===== src/rtl/burst_pkg.sv =====
package burst_pkg;

    localparam int LOW_W = 2;
    localparam int BEATS = 1 << LOW_W;

    typedef enum logic {
        ACC_READ  = 1'b0,
        ACC_WRITE = 1'b1
    } acc_e;

    typedef enum logic {
        ORD_LINEAR = 1'b0,
        ORD_XOR    = 1'b1
    } order_e;

    typedef enum logic [1:0] {
        OP_HOLD = 2'd0,
        OP_LOAD = 2'd1,
        OP_STEP = 2'd2
    } op_e;

    typedef struct packed {
        logic [LOW_W-1:0] cur;
        logic [LOW_W-1:0] nxt;
    } beat_t;

    function automatic logic [LOW_W-1:0] beat_offset(
        input logic [LOW_W-1:0] start,
        input logic [LOW_W-1:0] idx,
        input order_e           ord
    );
        logic [LOW_W-1:0] r;
        if (ord == ORD_XOR) r = start ^ idx;
        else                r = start + idx;
        return r;
    endfunction

endpackage


===== src/rtl/burst_op_decode.sv =====
module burst_op_decode
    import burst_pkg::*;
(
    input  logic clk_en_n,
    input  logic ld_adv_n,
    output op_e  op
);
    always_comb begin
        if (clk_en_n)      op = OP_HOLD;
        else if (!ld_adv_n) op = OP_LOAD;
        else               op = OP_STEP;
    end
endmodule


===== src/rtl/burst_beat_ctrl.sv =====
module burst_beat_ctrl
    import burst_pkg::*;
(
    input  logic  clk,
    input  logic  rst,
    input  op_e   op,
    input  logic  wr_req,
    output beat_t beat_s,
    output acc_e  acc_q
);
    logic [LOW_W-1:0] beat_q;
    logic [LOW_W-1:0] beat_d;

    always_comb begin
        case (op)
            OP_LOAD: beat_d = '0;
            OP_STEP: beat_d = beat_q + 1'b1;
            default: beat_d = beat_q;
        endcase
    end

    always_ff @(posedge clk) begin
        if (rst) begin
            beat_q <= '0;
            acc_q  <= ACC_READ;
        end else begin
            beat_q <= beat_d;
            if (op == OP_LOAD) acc_q <= wr_req ? ACC_WRITE : ACC_READ;
        end
    end

    assign beat_s.cur = beat_q;
    assign beat_s.nxt = beat_d;


    acc_fixed_on_step_chk: assert property (@(posedge clk) disable iff (rst)
        (op == OP_STEP) |=> (acc_q == $past(acc_q)));


    beat_wraps_chk: assert property (@(posedge clk) disable iff (rst)
        (op == OP_STEP && beat_q == 2'd3) |=> (beat_q == 2'd0));
endmodule


===== src/rtl/burst_addr_gen.sv =====
module burst_addr_gen
    import burst_pkg::*;
#(
    parameter int ADDR_W = 20
) (
    input  logic              clk,
    input  logic              rst,
    input  op_e               op,
    input  order_e            ord,
    input  beat_t             beat_s,
    input  logic [ADDR_W-1:0] addr_in,
    output logic [ADDR_W-1:0] addr_q
);
    localparam int HI_W = ADDR_W - LOW_W;

    logic [LOW_W-1:0] start_q;

    always_ff @(posedge clk) begin
        if (rst) begin
            addr_q  <= '0;
            start_q <= '0;
        end else begin
            case (op)
                OP_LOAD: begin
                    addr_q  <= addr_in;
                    start_q <= addr_in[LOW_W-1:0];
                end
                OP_STEP: begin
                    addr_q[LOW_W-1:0] <= beat_offset(start_q, beat_s.nxt, ord);
                end
                default: ;
            endcase
        end
    end


    upper_held_chk: assert property (@(posedge clk) disable iff (rst)
        (op == OP_STEP) |=> (addr_q[ADDR_W-1:LOW_W] == $past(addr_q[ADDR_W-1:LOW_W])));


    linear_step_chk: assert property (@(posedge clk) disable iff (rst)
        (op == OP_STEP && ord == ORD_LINEAR && $past(op) == OP_LOAD)
        |=> (addr_q[LOW_W-1:0] == $past(addr_q[LOW_W-1:0]) + 2'd1));

    initial begin
        assert (HI_W >= 1) else $error("ADDR_W must exceed the burst field");
    end
endmodule


===== src/rtl/burst_addr_counter.sv =====
module burst_addr_counter
    import burst_pkg::*;
#(
    parameter int ADDR_W = 20
) (
    input  logic              clk,
    input  logic              rst,
    input  logic              clk_en_n,
    input  logic              ld_adv_n,
    input  logic              burst_order,
    input  logic              wr_req,
    input  logic [ADDR_W-1:0] addr_in,
    output logic [ADDR_W-1:0] addr_out,
    output logic              is_write,
    output logic [1:0]        beat
);
    op_e    op;
    beat_t  beat_s;
    acc_e   acc_q;
    order_e ord;

    assign ord = burst_order ? ORD_XOR : ORD_LINEAR;

    burst_op_decode u_dec (
        .clk_en_n (clk_en_n),
        .ld_adv_n (ld_adv_n),
        .op       (op)
    );

    burst_beat_ctrl u_ctrl (
        .clk    (clk),
        .rst    (rst),
        .op     (op),
        .wr_req (wr_req),
        .beat_s (beat_s),
        .acc_q  (acc_q)
    );

    burst_addr_gen #(.ADDR_W(ADDR_W)) u_addr (
        .clk     (clk),
        .rst     (rst),
        .op      (op),
        .ord     (ord),
        .beat_s  (beat_s),
        .addr_in (addr_in),
        .addr_q  (addr_out)
    );

    assign is_write = (acc_q == ACC_WRITE);
    assign beat     = beat_s.cur;


    load_capture_chk: assert property (@(posedge clk) disable iff (rst)
        (!clk_en_n && !ld_adv_n) |=> (addr_out == $past(addr_in) && beat == 2'd0));


    freeze_chk: assert property (@(posedge clk) disable iff (rst)
        clk_en_n |=> ($stable(addr_out) && $stable(beat) && $stable(is_write)));


    step_counts_chk: assert property (@(posedge clk) disable iff (rst)
        (!clk_en_n && ld_adv_n) |=> (beat == $past(beat) + 2'd1));


    reset_state_chk: assert property (@(posedge clk)
        rst |=> (addr_out == '0 && beat == 2'd0 && !is_write));
endmodule


===== config.mk =====
export PLATFORM = sky130hd
export DESIGN_NAME = burst_addr_counter
export DESIGN_NICKNAME = d
export VERILOG_FILES = /design/src/rtl/burst_pkg.sv /design/src/rtl/burst_op_decode.sv /design/src/rtl/burst_beat_ctrl.sv /design/src/rtl/burst_addr_gen.sv /design/src/rtl/burst_addr_counter.sv
export SDC_FILE = /design/constraint.sdc
export NUM_CORES = 1
export LEC_CHECK = 0
export ABC_AREA = 0
export BUFFER_PORTS_ARGS = -buffer_cell sky130_fd_sc_hd__buf_4
export CAP_MARGIN = 15
export CORE_MARGIN = 4
export CORE_UTILIZATION = 44
export CTS_CLUSTER_DIAMETER = 80
export CTS_CLUSTER_SIZE = 8
export DETAILED_ROUTE_END_ITERATION = 6
export PLACE_DENSITY = 0.77
export SLEW_MARGIN = 20
export SYNTH_ARGS = -nofsm -noshare
export SYNTH_HDL_FRONTEND = slang
export SYNTH_SLANG_ARGS = --single-unit

===== constraint.sdc =====
create_clock -name clk -period 1.85 [get_ports clk]
set_input_delay 0.37 -clock clk [delete_from_list [all_inputs] [get_ports clk]]
set_output_delay 0.37 -clock clk [all_outputs]
set_load 0.01 [all_outputs]

==> metrics.md <==
| Metric | Value |
|---|---|
| Status | `finished clean` |
| Worst slew pin tran | `0.405 ns` |
| Max-slew violations | `0` |
| Hold path cells | `3` |
| Final Hold Violating Endpoints | `0` |
| Vias in the first global route | `877` |
| Max-cap violations | `0` |
| Fin Setup TNS | `0 ns` |
| Critical path launch point type | `flip-flop` |
| DRC Markers | `0` |
| Post-detailed-route count of antenna-violating nets | `0` |
| Initial Utilization | `0.482` |
| Root buf cell | `clkbuf_4` |
| Cells after DPL | `186` |
| Setup slack, reg-to-reg | `0.33 ns` |
| P&R area growth vs syn | `37.9%` |
| Die height | `55.3 um` |
| H-tree levels | `1` |
| Post_cts resized | `0` |
| Critical path cell sequence | `nand2_1, o21ai_1, ha_1, nor2b_1, xnor3_1, o31ai_2` |
| Die Footprint | `3060 um2` |
| Worst-Skew Late Latency | `0.30 ns` |
| Core Region | `2040 um2` |
| GRT Max-Usage Layer | `met2` |
| Power per Cell Area | `720 nW/um2` |
| Number of vias per cell | `4.78` |
| Period utilization | `0.823` |
| Clock Sinks | `25` |
| Clock tree buffer depth | `2` |
| CTS tree | `done` |
| Start of the worst register-to-register path | `u_ctrl.beat_q[0]$_SDFF_PP0_` |
| Gpl congestion | `0.740` |
| Via Count | `909` |
| Layout cell share with drive strength beyond 1 | `0.344` |
| Router iterations before antenna repair | `4` |
| Total global-route track usage | `0.149` |
| Die width | `55.3 um` |
| Worst slew margin | `0.730` |
| ANT cells | `0` |
| RSZ-0062 raised after global routing | `no` |
| CP bufs+invs | `0` |
| Num ports | `49` |
| M2 GR Usage | `0.257` |
| Netlist Area Pre-Place | `985 um2` |
| Placement Rows | `16` |
| Top cell type's share of synthesized area | `0.508` |
| Util after Layout | `0.665` |
| Critical path arrival | `1.75 ns` |
| Clk_skew | `0.000380 ns` |
| Final nets | `191` |
| Synth area leaders | `dfxtp_1 51%, nand2_1 17%, a21oi_1 11%, buf_4 3.0%, xnor3_1 2.3%` |
| Drt wl/cell | `11.9 um` |
| Design area | `1360 um2` |
| Starting DRC count in detailed routing | `19` |
| PortBufs | `48` |
| Critical-path top delay cell | `dfxtp_1` |
| Synth Area per Inst | `8.21 um2` |
| Crit end category | `flip-flop` |
| Grt total ovfl | `0` |
| Leak pwr | `0.614 nW` |
| DP HPWL | `1690 um` |
| Wirelength, routed | `2260 um` |
| Crit path largest cell delay | `0.43 ns` |
| Syn_nets | `147` |
| Register area share after synthesis | `0.508` |
| Total power | `0.978 mW` |
| Library cells used by synthesis | `23` |
| Final Setup Violations | `0` |
| Min Tclk post-route | `1.52 ns` |
| R2R depth | `6` |
| Yosys warns | `0` |
| Initial antenna violation count | `0` |
| Hold buffer count at CTS | `0` |
| HP Class | `in2reg` |
| First-pass GRT wire length | `3770 um` |
| Post-synthesis sequential element count | `25` |
| Commonest non-fill, non-tap cell in the layout | `buf_4` |
| IR drop worst, VDD | `0.480 mV` |
| Source of the worst hold timing path | `addr_in[8]` |
| Non-Filler Instances | `190` |
| Placed Area | `1330 um2` |
| Commonest non-fill, non-tap cells in the layout | `49 x buf_4, 44 x nand2_1, 25 x dfxtp_1` |
| Critical path class | `reg2reg` |
| Largest net degree at the start of global routing | `27` |
| Postcts setup bufs | `0` |
| Hold path endpoint | `u_addr.addr_q[8]$_SDFFE_PP0P_` |
| CP Data Required Time | `2.08 ns` |
| Total CTS buffers | `3` |
| Crit path max-delay family | `flip-flops` |
| Max Freq | `0.657 GHz` |
| Post-synth top area cell | `dfxtp_1` |
| Crit Path Max Fanout | `6` |
| Worst-path clk slew | `0.13 ns` |
| R2r endpoint | `u_addr.addr_q[1]$_SDFFE_PP0N_` |
| Met1 Track Usage GR | `0.169` |
| Mapped Cells | `120` |
| Met3 Use GR | `0.0513` |
-- routing by layer --
metal,part of all wire,wire length (um)
met3,0.094,213
met4,0.0044,10
met1,0.42,940
met5,0,0
met2,0.48,1100
-- how the worst max path moves through the flow --
stage          cells past startpoint                         from                             to
2_1_floorplan                      7                     clk_en_n  u_addr.addr_q[1]$_SDFFE_PP0N_
4_1_cts                            6  u_ctrl.beat_q[0]$_SDFF_PP0_  u_addr.addr_q[1]$_SDFFE_PP0N_
5_1_grt                            6  u_ctrl.beat_q[0]$_SDFF_PP0_  u_addr.addr_q[1]$_SDFFE_PP0N_
3_3_place_gp                       7                     clk_en_n  u_addr.addr_q[1]$_SDFFE_PP0N_
3_5_place_dp                       7                     clk_en_n  u_addr.addr_q[1]$_SDFFE_PP0N_
6_report                           6  u_ctrl.beat_q[0]$_SDFF_PP0_  u_addr.addr_q[1]$_SDFFE_PP0N_
-- worst min-delay path, delay by kind of cell --
kind	cells	cell delay (ns)
buffers and inverters	1	0.11
AO/OA/AOI/OAI	1	0.05
AND/OR/NAND/NOR	1	0.04
-- where the power goes --
group | total (mW) | switching [mW] | internal [mW]
logic | 0.164 | 0.0748 | 0.0892
clock network | 0.235 | 0.155 | 0.0807
registers | 0.579 | 0.0144 | 0.564
total | 0.978 | 0.244 | 0.734
-- cell usage after synthesis --
cell	n
a21oi_1	22
a31oi_1	1
and2_1	1
buf_2	3
buf_4	4
clkbuf_1	3
dfxtp_1	25
ha_1	1
inv_1	1
mux2_2	1
mux2i_1	1
nand2_1	44
nand2b_1	1
nor2_1	2
nor2b_1	2
nor3b_1	1
nor4b_1	1
o21ai_0	1
o21ai_1	1
o31ai_2	1
or2_2	1
xnor3_1	1
xor2_1	1
-- registers in the layout, indices dropped and copies added (netlist names) --
signal	count
u_addr.start_q	2
u_addr.addr_q	20
u_ctrl.beat_q	2
u_ctrl.acc_q	1
-- per-stage QoR --
| stage | hold slack (ns) | worst slack (ns) |
|---|---|---|
| after floorplan | 0.437 | 0.177 |
| after CTS | 0.279 | 0.321 |
| after detailed placement | 0.447 | 0.0526 |
| after global placement | 0.443 | 0.161 |
| final | 0.288 | 0.328 |
| after global routing | 0.290 | 0.212 |
-- logic make-up after synthesis --
family | Yosys count | synth area share
xor gates and xnor gates | 2 | 0.0318
muxes | 2 | 0.0216
DFF | 25 | 0.508
and+or+nand+nor | 53 | 0.224
adders and majority gates | 1 | 0.0127
AOI/OAI and AO/OA | 26 | 0.141
buffers and inverters | 11 | 0.0610
-- cell type report --
cell class,count,area [um2]
repair buffers,49,368
clock buffers,3,22.5
clock inverters,1,5.00
multi-input cells,84,424
well taps,27,33.8
inverters,1,3.75
flip-flops and latches,25,500
fillers,176,684
Note: power is estimated with default switching activity, not from simulation.
